<file path="src/rtl/sweep_pkg.sv">
package sweep_pkg;
  typedef enum logic [1:0] {CS_IDLE, CS_RD, CS_LD, CS_DONE} ctl_state_e;
  typedef enum logic {JOB_STEP, JOB_FIX} job_kind_e;
  typedef enum logic [1:0] {SH_IDLE, SH_BIT, SH_LOAD} sh_state_e;
  localparam int unsigned N_DAC = 4;
  localparam logic [1:0] DAC_SWA  = 2'd0;
  localparam logic [1:0] DAC_SWB  = 2'd1;
  localparam logic [1:0] DAC_BIAS = 2'd2;
  localparam logic [1:0] DAC_TPUL = 2'd3;
endpackage

</file>
<file path="src/rtl/sweep_lut.sv">
module sweep_lut #(
  parameter int unsigned DW    = 16,
  parameter int unsigned DEPTH = 256,
  localparam int unsigned AW   = $clog2(DEPTH)
) (
  input  logic          clk_i,
  input  logic          rst_ni,
  input  logic          we_i,
  input  logic          lock_i,
  input  logic [AW-1:0] waddr_i,
  input  logic [DW-1:0] wdata_i,
  input  logic [AW-1:0] raddr_i,
  output logic [DW-1:0] rdata_o
);
  logic [DW-1:0] mem_q [DEPTH];

  always_ff @(posedge clk_i) begin
    if (we_i && !lock_i) mem_q[waddr_i] <= wdata_i;
  end

  always_ff @(posedge clk_i or negedge rst_ni) begin
    if (!rst_ni) rdata_o <= '0;
    else         rdata_o <= mem_q[raddr_i];
  end

  AST_WR_LOCKED: assert property (@(posedge clk_i) disable iff (!rst_ni)
    (we_i && lock_i) |=> (mem_q[$past(waddr_i)] == $past(mem_q[waddr_i])));
endmodule

</file>
<file path="src/rtl/sweep_dac_shift.sv">
module sweep_dac_shift
  import sweep_pkg::*;
#(
  parameter int unsigned DW   = 16,
  parameter int unsigned ND   = 4,
  localparam int unsigned CW  = $clog2(DW),
  localparam int unsigned SW  = $clog2(ND)
) (
  input  logic          clk_i,
  input  logic          rst_ni,
  input  logic          start_i,
  input  logic [DW-1:0] word_i,
  input  logic [SW-1:0] sel_i,
  output logic          sck_o,
  output logic          sdo_o,
  output logic [ND-1:0] ld_o,
  output logic          done_o
);
  sh_state_e     st_q;
  logic [DW-1:0] sr_q;
  logic [CW-1:0] cnt_q;
  logic [SW-1:0] sel_q;
  logic          busy;

  assign busy  = (st_q != SH_IDLE);
  assign sdo_o = sr_q[DW-1];

  always_ff @(posedge clk_i or negedge rst_ni) begin
    if (!rst_ni) begin
      st_q   <= SH_IDLE;
      sr_q   <= '0;
      cnt_q  <= '0;
      sel_q  <= '0;
      sck_o  <= 1'b0;
      ld_o   <= '0;
      done_o <= 1'b0;
    end else begin
      done_o <= 1'b0;
      unique case (st_q)
        SH_IDLE: if (start_i) begin
          sr_q  <= word_i;
          sel_q <= sel_i;
          cnt_q <= '0;
          st_q  <= SH_BIT;
        end
        SH_BIT: begin
          if (!sck_o) sck_o <= 1'b1;
          else begin
            sck_o <= 1'b0;
            sr_q  <= {sr_q[DW-2:0], 1'b0};
            if (cnt_q == CW'(DW-1)) begin
              st_q <= SH_LOAD;
              ld_o <= ND'(1) << sel_q;
            end else cnt_q <= cnt_q + 1'b1;
          end
        end
        SH_LOAD: begin
          ld_o   <= '0;
          done_o <= 1'b1;
          st_q   <= SH_IDLE;
        end
        default: st_q <= SH_IDLE;
      endcase
    end
  end

  AST_LD_ONEHOT: assert property (@(posedge clk_i) disable iff (!rst_ni)
    $onehot0(ld_o));
  AST_SCK_QUIET: assert property (@(posedge clk_i) disable iff (!rst_ni)
    !busy |-> !sck_o);
  AST_LD_SCK_LOW: assert property (@(posedge clk_i) disable iff (!rst_ni)
    (ld_o != '0) |-> !sck_o);
  AST_DONE_AFTER_LD: assert property (@(posedge clk_i) disable iff (!rst_ni)
    (ld_o != '0) |=> done_o);
  AST_START_WHEN_IDLE: assert property (@(posedge clk_i) disable iff (!rst_ni)
    start_i |-> !busy);
endmodule

</file>
<file path="src/rtl/sweep_ctl.sv">
module sweep_ctl
  import sweep_pkg::*;
#(
  parameter int unsigned DW    = 16,
  parameter int unsigned AW    = 8,
  parameter int unsigned STEPS = 32,
  localparam int unsigned IW   = $clog2(STEPS)
) (
  input  logic          clk_i,
  input  logic          rst_ni,
  input  logic          sweep_en_i,
  input  logic          accum_i,
  input  logic          sync_i,
  input  logic [DW-1:0] bias_i,
  input  logic [DW-1:0] tpul_i,
  input  logic [DW-1:0] rdata_i,
  input  logic          done_i,
  output logic [AW-1:0] raddr_o,
  output logic          start_o,
  output logic [DW-1:0] word_o,
  output logic [1:0]    sel_o
);
  ctl_state_e st_q;
  job_kind_e  kind_q;
  logic       job_q, launched_q, accum_q, step_pend_q, fix_pend_q;
  logic [IW-1:0] idx_q;
  logic       step_rise;

  assign step_rise = accum_i & ~accum_q;
  assign start_o   = (st_q == CS_LD) && !launched_q;
  assign word_o    = (kind_q == JOB_STEP) ? rdata_i : (job_q ? tpul_i : bias_i);
  assign sel_o     = (kind_q == JOB_STEP) ? (job_q ? DAC_SWB : DAC_SWA)
                                          : (job_q ? DAC_TPUL : DAC_BIAS);

  always_ff @(posedge clk_i or negedge rst_ni) begin
    if (!rst_ni) begin
      st_q        <= CS_IDLE;
      kind_q      <= JOB_STEP;
      job_q       <= 1'b0;
      launched_q  <= 1'b0;
      accum_q     <= 1'b0;
      step_pend_q <= 1'b0;
      fix_pend_q  <= 1'b0;
      idx_q       <= '0;
      raddr_o     <= '0;
    end else begin
      accum_q <= accum_i;
      unique case (st_q)
        CS_IDLE: begin
          job_q <= 1'b0;
          if (step_pend_q && sweep_en_i) begin
            kind_q      <= JOB_STEP;
            raddr_o     <= AW'(idx_q);
            step_pend_q <= 1'b0;
            st_q        <= CS_RD;
          end else if (fix_pend_q) begin
            kind_q     <= JOB_FIX;
            fix_pend_q <= 1'b0;
            st_q       <= CS_LD;
          end
        end
        CS_RD: st_q <= sweep_en_i ? CS_LD : CS_IDLE;
        CS_LD: begin
          if (!launched_q) launched_q <= 1'b1;
          if (done_i) begin
            launched_q <= 1'b0;
            if (!job_q && (kind_q == JOB_FIX || sweep_en_i)) begin
              job_q <= 1'b1;
              if (kind_q == JOB_STEP) begin
                raddr_o <= AW'(STEPS) + AW'(idx_q);
                st_q    <= CS_RD;
              end
            end else if (kind_q == JOB_STEP && !sweep_en_i) st_q <= CS_IDLE;
            else st_q <= CS_DONE;
          end
        end
        CS_DONE: begin
          if (kind_q == JOB_STEP)
            idx_q <= (idx_q == IW'(STEPS-1)) ? '0 : idx_q + 1'b1;
          st_q <= CS_IDLE;
        end
        default: st_q <= CS_IDLE;
      endcase
      // new events take priority over the clear on acceptance
      if (!sweep_en_i)    step_pend_q <= 1'b0;
      else if (step_rise) step_pend_q <= 1'b1;
      if (sync_i) fix_pend_q <= 1'b1;
    end
  end

  AST_STEP_FIRST: assert property (@(posedge clk_i) disable iff (!rst_ni)
    (st_q == CS_IDLE && step_pend_q && sweep_en_i && fix_pend_q)
      |=> (st_q == CS_RD && kind_q == JOB_STEP && fix_pend_q));
  AST_NO_STEP_OFF: assert property (@(posedge clk_i) disable iff (!rst_ni)
    (!sweep_en_i && st_q == CS_IDLE) |=> (st_q != CS_RD));
  AST_RADDR_REGION: assert property (@(posedge clk_i) disable iff (!rst_ni)
    (st_q == CS_RD) |-> (raddr_o < AW'(2*STEPS)));
endmodule

</file>
<file path="src/rtl/sweep_dac_seq.sv">
module sweep_dac_seq
  import sweep_pkg::*;
#(
  parameter int unsigned DW        = 16,
  parameter int unsigned TBL_DEPTH = 256,
  parameter int unsigned STEPS     = 32,
  localparam int unsigned AW       = $clog2(TBL_DEPTH)
) (
  input  logic             clk_i,
  input  logic             rst_ni,
  input  logic             sweep_en_i,
  input  logic             accum_i,
  input  logic             sync_i,
  input  logic [DW-1:0]    bias_val_i,
  input  logic [DW-1:0]    tpul_val_i,
  input  logic             tbl_we_i,
  input  logic [AW-1:0]    tbl_waddr_i,
  input  logic [DW-1:0]    tbl_wdata_i,
  output logic [AW-1:0]    tbl_raddr_o,
  output logic             dac_sck_o,
  output logic             dac_sdo_o,
  output logic             dac_clr_o,
  output logic [N_DAC-1:0] dac_ld_o
);
  logic [DW-1:0] rdata, word;
  logic          start, done;
  logic [1:0]    sel;

  always_ff @(posedge clk_i or negedge rst_ni) begin
    if (!rst_ni) dac_clr_o <= 1'b1;
    else         dac_clr_o <= 1'b0;
  end

  sweep_lut #(.DW(DW), .DEPTH(TBL_DEPTH)) u_lut (
    .clk_i, .rst_ni, .we_i(tbl_we_i), .lock_i(sweep_en_i),
    .waddr_i(tbl_waddr_i), .wdata_i(tbl_wdata_i),
    .raddr_i(tbl_raddr_o), .rdata_o(rdata)
  );

  sweep_ctl #(.DW(DW), .AW(AW), .STEPS(STEPS)) u_ctl (
    .clk_i, .rst_ni, .sweep_en_i, .accum_i, .sync_i,
    .bias_i(bias_val_i), .tpul_i(tpul_val_i), .rdata_i(rdata),
    .done_i(done), .raddr_o(tbl_raddr_o), .start_o(start),
    .word_o(word), .sel_o(sel)
  );

  sweep_dac_shift #(.DW(DW), .ND(N_DAC)) u_shift (
    .clk_i, .rst_ni, .start_i(start), .word_i(word), .sel_i(sel),
    .sck_o(dac_sck_o), .sdo_o(dac_sdo_o), .ld_o(dac_ld_o), .done_o(done)
  );

  AST_CLR_ONCE: assert property (@(posedge clk_i) disable iff (!rst_ni)
    dac_clr_o |=> !dac_clr_o);
endmodule

</file>
<file path="config.mk">
export PLATFORM = sky130hd
export DESIGN_NAME = sweep_dac_seq
export DESIGN_NICKNAME = d
export VERILOG_FILES = /design/src/rtl/sweep_pkg.sv /design/src/rtl/sweep_lut.sv /design/src/rtl/sweep_dac_shift.sv /design/src/rtl/sweep_ctl.sv /design/src/rtl/sweep_dac_seq.sv
export SDC_FILE = /design/constraint.sdc
export NUM_CORES = 1
export LEC_CHECK = 0
export ABC_CLOCK_PERIOD_IN_PS = 4500
export BUFFER_PORTS_ARGS = -buffer_cell sky130_fd_sc_hd__buf_2
export CAP_MARGIN = 10
export CELL_PAD_IN_SITES_DETAIL_PLACEMENT = 0
export CELL_PAD_IN_SITES_GLOBAL_PLACEMENT = 2
export CORE_MARGIN = 2
export CORE_UTILIZATION = 54
export CTS_CLUSTER_DIAMETER = 60
export CTS_CLUSTER_SIZE = 40
export DETAILED_ROUTE_END_ITERATION = 8
export HOLD_SLACK_MARGIN = 0.15
export PLACE_DENSITY = 0.95
export REMOVE_ABC_BUFFERS = 1
export SYNTH_ARGS = -nofsm -noshare
export SYNTH_HDL_FRONTEND = slang
export SYNTH_SLANG_ARGS = --single-unit
</file>
<file path="constraint.sdc">
create_clock -name clk_i -period 4.5 [get_ports clk_i]
set_input_delay 1.125 -clock clk_i [delete_from_list [all_inputs] [get_ports clk_i]]
set_output_delay 1.125 -clock clk_i [all_outputs]
set_load 0.05 [all_outputs]
</file>
==> impl_results.md <==
* Combinational fraction of design power at 0.087
* Chip Height at between 200 and 300 µm
* Die W at between 200 and 300 µm
* DRC at 0
* Synthesis-to-layout area growth at 9.08%
* Setup crit end kind: output port
* H-Tree Depth at 2
* Core area at just under 80000 µm²
* Total GRT Usage at 0.257
* Pwr Total at ~19 mW
* Switch share at 0.240
* Total of max-cap violations at 0
* Num CTS Buffers at 51
* # nets final at 2146
* Post-synth ARST share at 0.0606
* CP Launch Type: flop
* Setup_tns at 0 ns
* Post-route minimum period at around 3.7 ns
* WS Path Type: flop to output port
* DP HPWL at 64000 µm
* Setup violations, final at 0
* Via density at 6.67
* Max Freq at roughly 270 MHz
* Req. time, crit path at roughly 3.4 ns
* DRT Pass-1 Iters at 6
* Port buffer count at between 70 and 80
* Global-route wire length before repair at 148000 µm
* Number of gates resized after cts at 0
* Fin crit share at 0.813
* Via count at around 21000
* Full die area at around 80000 µm²
* Clock root cell: clkbuf_16
* Most frequent cell after synthesis: edfxtp_1
* Vias in the first global route at between 20000 and 25000
* RSZ-0062 raised after global routing: false
* IO Count at 77
* FF+latch count, synth at 1090
* Cells taking the most area after synthesis: edfxtp_1 (73%), mux4_2 (15%), dfrtp_1 (3.9%)
* Sequential area share after synthesis at 0.767
* CTS Sinks at 1090
* Reg2Reg Depth at 6
* Antenna-violating nets left at 0
* Postcts setup bufs at 0
* Longest Clk Path Bufs at 3
* Final Hold Fails at 0
* DR WL/cell at about 32 µm
* Number of antenna diodes at 0
* Setup WS post-layout at around 0.84 ns
* Post-synth top cells: edfxtp_1 (1024), mux4_2 (272), nor2_1 (101)
* Status: finished clean
* P_sw at between 4 and 5 mW
* Mapped Area at 42200 µm²
* DR iter-0 viols at ~3300
* Yosys cell types at 51
* Final Util at 0.595
* Largest net degree at the start of global routing at 73
* Share of layout cells above drive strength 1 at 0.267
* Hold depth at 1
* Clock Skew at roughly 0.051 ns
* Global route overflow at 0
* Detailed Route WL at around 100000 µm
* CP arrival at around 2.5 ns
* Synth area leader: edfxtp_1
* Syn Inst Count at 1961
* Row cnt at just over 100
* EDFF count, synth at around 1000
* Max-slew headroom at 0.250
* Worst-path clk slew at between 0.1 and 0.15 ns
* Clk_lat worst skew at 0.67 ns
* Pre-CTS setup slack at 1.10 ns
* Int Power at 14.3 mW
* Antenna violations before repair at 2
* CP Max Fanout at 67
* Post-Layout Cell Count at 3162
* Worst min path class: flop to flop
* Leak at between 10 and 15 nW
* Max-slew violations at 0
* Worst Tran Pin Value at approximately 1.1 ns
* Maximum VDD drop at 0.283 mV
* GPL Wtd Cong at 0.874
* Area share of the largest cell type after synthesis at 0.728
* DP Cell Count at 3068
* CTS Hold Buffers Added at 0
* Starting density of the core at 0.545
* CTS tree: built
* Cell area power density at between 400 and 500 nW/µm²
* Synth Warn # at 0
* Syn_area_per_cell at 21.5 µm²
* Clk pwr share at 0.311
* Most used flip-flop cell after synthesis: edfxtp_1
* Seq pwr share at 0.603
## cells by family (layout without fill, tap and decap cells)
| group | count (synthesis) | count (layout) | share of synthesized area |
|---|---|---|---|
| other cells | 1 | 3 | 0.0000888 |
| mux | 361 | 361 | 0.166 |
| simple gates | 198 | 198 | 0.0214 |
| xor+xnor | 2 | 2 | 0.000415 |
| flops | 1090 | 1090 | 0.767 |
| fa+ha+maj | 3 | 3 | 0.000889 |
| compound gates | 187 | 187 | 0.0294 |
| buf+inv | 119 | 278 | 0.0143 |
## metal layers
layer,global-route usage,share of wire,vias up
met3,0.0428,0.11,178
met1,0.376,0.38,10989
met2,0.403,0.48,1522
met4,0.0792,0.034,4
met5,0,0.00019,-
li1,-,-,8402
## area by class of cell
cell class	count	area [µm²]
clock inverter	43	567
clock buffer	51	1280
inverter	7	26.3
tap	1040	1300
multi-input combinational	754	9250
timing repair buffer	177	1250
fill	5252	31400
sequential	1090	32400
## state kept, by name (all words and copies together), names as in the netlist, 2 cells and up
register       flops
u_ctl.raddr_o      6
u_shift.st_q       2
u_ctl.idx_q        5
u_ctl.st_q         2
u_shift.sel_q      2
u_shift.cnt_q      4
u_lut.mem_q     1024
u_shift.sr_q      16
u_lut.rdata_o     16
u_shift.ld_o       4
## placed cells by master (no fill, tap or decap), types with 9 or more instances in the layout
master     synthesis  final
nand3_1           14     14
dfrtp_1           65     61
o21ai_0           37     37
buf_4             20    102
a211oi_1          26     26
a22oi_1           26     26
nand2_1           35     35
mux2i_1           76     76
inv_6              0      9
nor2b_1           20     19
o31ai_1           11     11
o221ai_1          15     15
edfxtp_1        1024   1024
o211ai_1          12     12
mux4_2           272    272
clkbuf_16          0     51
buf_2             19     68
a21oi_1           31     31
mux2_2            13     13
nor2_1           101    101
## critical path: stages (launching register included)
cell     delay (ns)
dfrtp_4        1.16
buf_4          0.34
buf_2          0.31
## metrics by stage
stage | instance area, µm² | hold slack (ns)
2_1_floorplan | 41700 | 0.443
3_3_place_gp | 44200 | 0.465
3_5_place_dp | 44200 | 0.474
4_1_cts | 46100 | 0.486
5_1_grt | 46100 | 0.497
6_report | 46100 | 0.485
## power by group through the flow
stage	logic (mW)	clock network, mW	registers, mW
finish	1.63	5.84	11.3
global route	1.76	6.23	11.4
CTS	1.65	5.92	11.3
detailed placement	1.65	0	11.6
global placement	1.61	0	11.6
floorplan	1.13	0	11.7
## worst paths after layout
| path | startpoint | endpoint | slack [ns] |
|---|---|---|---|
| hold reg to reg | u_ctl.step_pend_q$_DFFE_PN0P_ | u_ctl.kind_q$_DFFE_PN0P_ | 0.48 |
| hold / removal | u_ctl.step_pend_q$_DFFE_PN0P_ | u_ctl.kind_q$_DFFE_PN0P_ | 0.48 |
| setup / recovery | u_ctl.raddr_o[1]$_DFFE_PN0P_ | tbl_raddr_o[1] | 0.84 |
| max in group asynchronous | rst_ni | u_shift.sr_q[9]$_DFFE_PN0P_ | 2.75 |
| min in group asynchronous | rst_ni | u_ctl.raddr_o[5]$_DFFE_PN0P_ | 0.67 |
| setup reg to reg | u_ctl.raddr_o[1]$_DFFE_PN0P_ | u_lut.rdata_o[0]$_DFF_PN0_ | 1.07 |
Power figures use the tool's default switching activity.
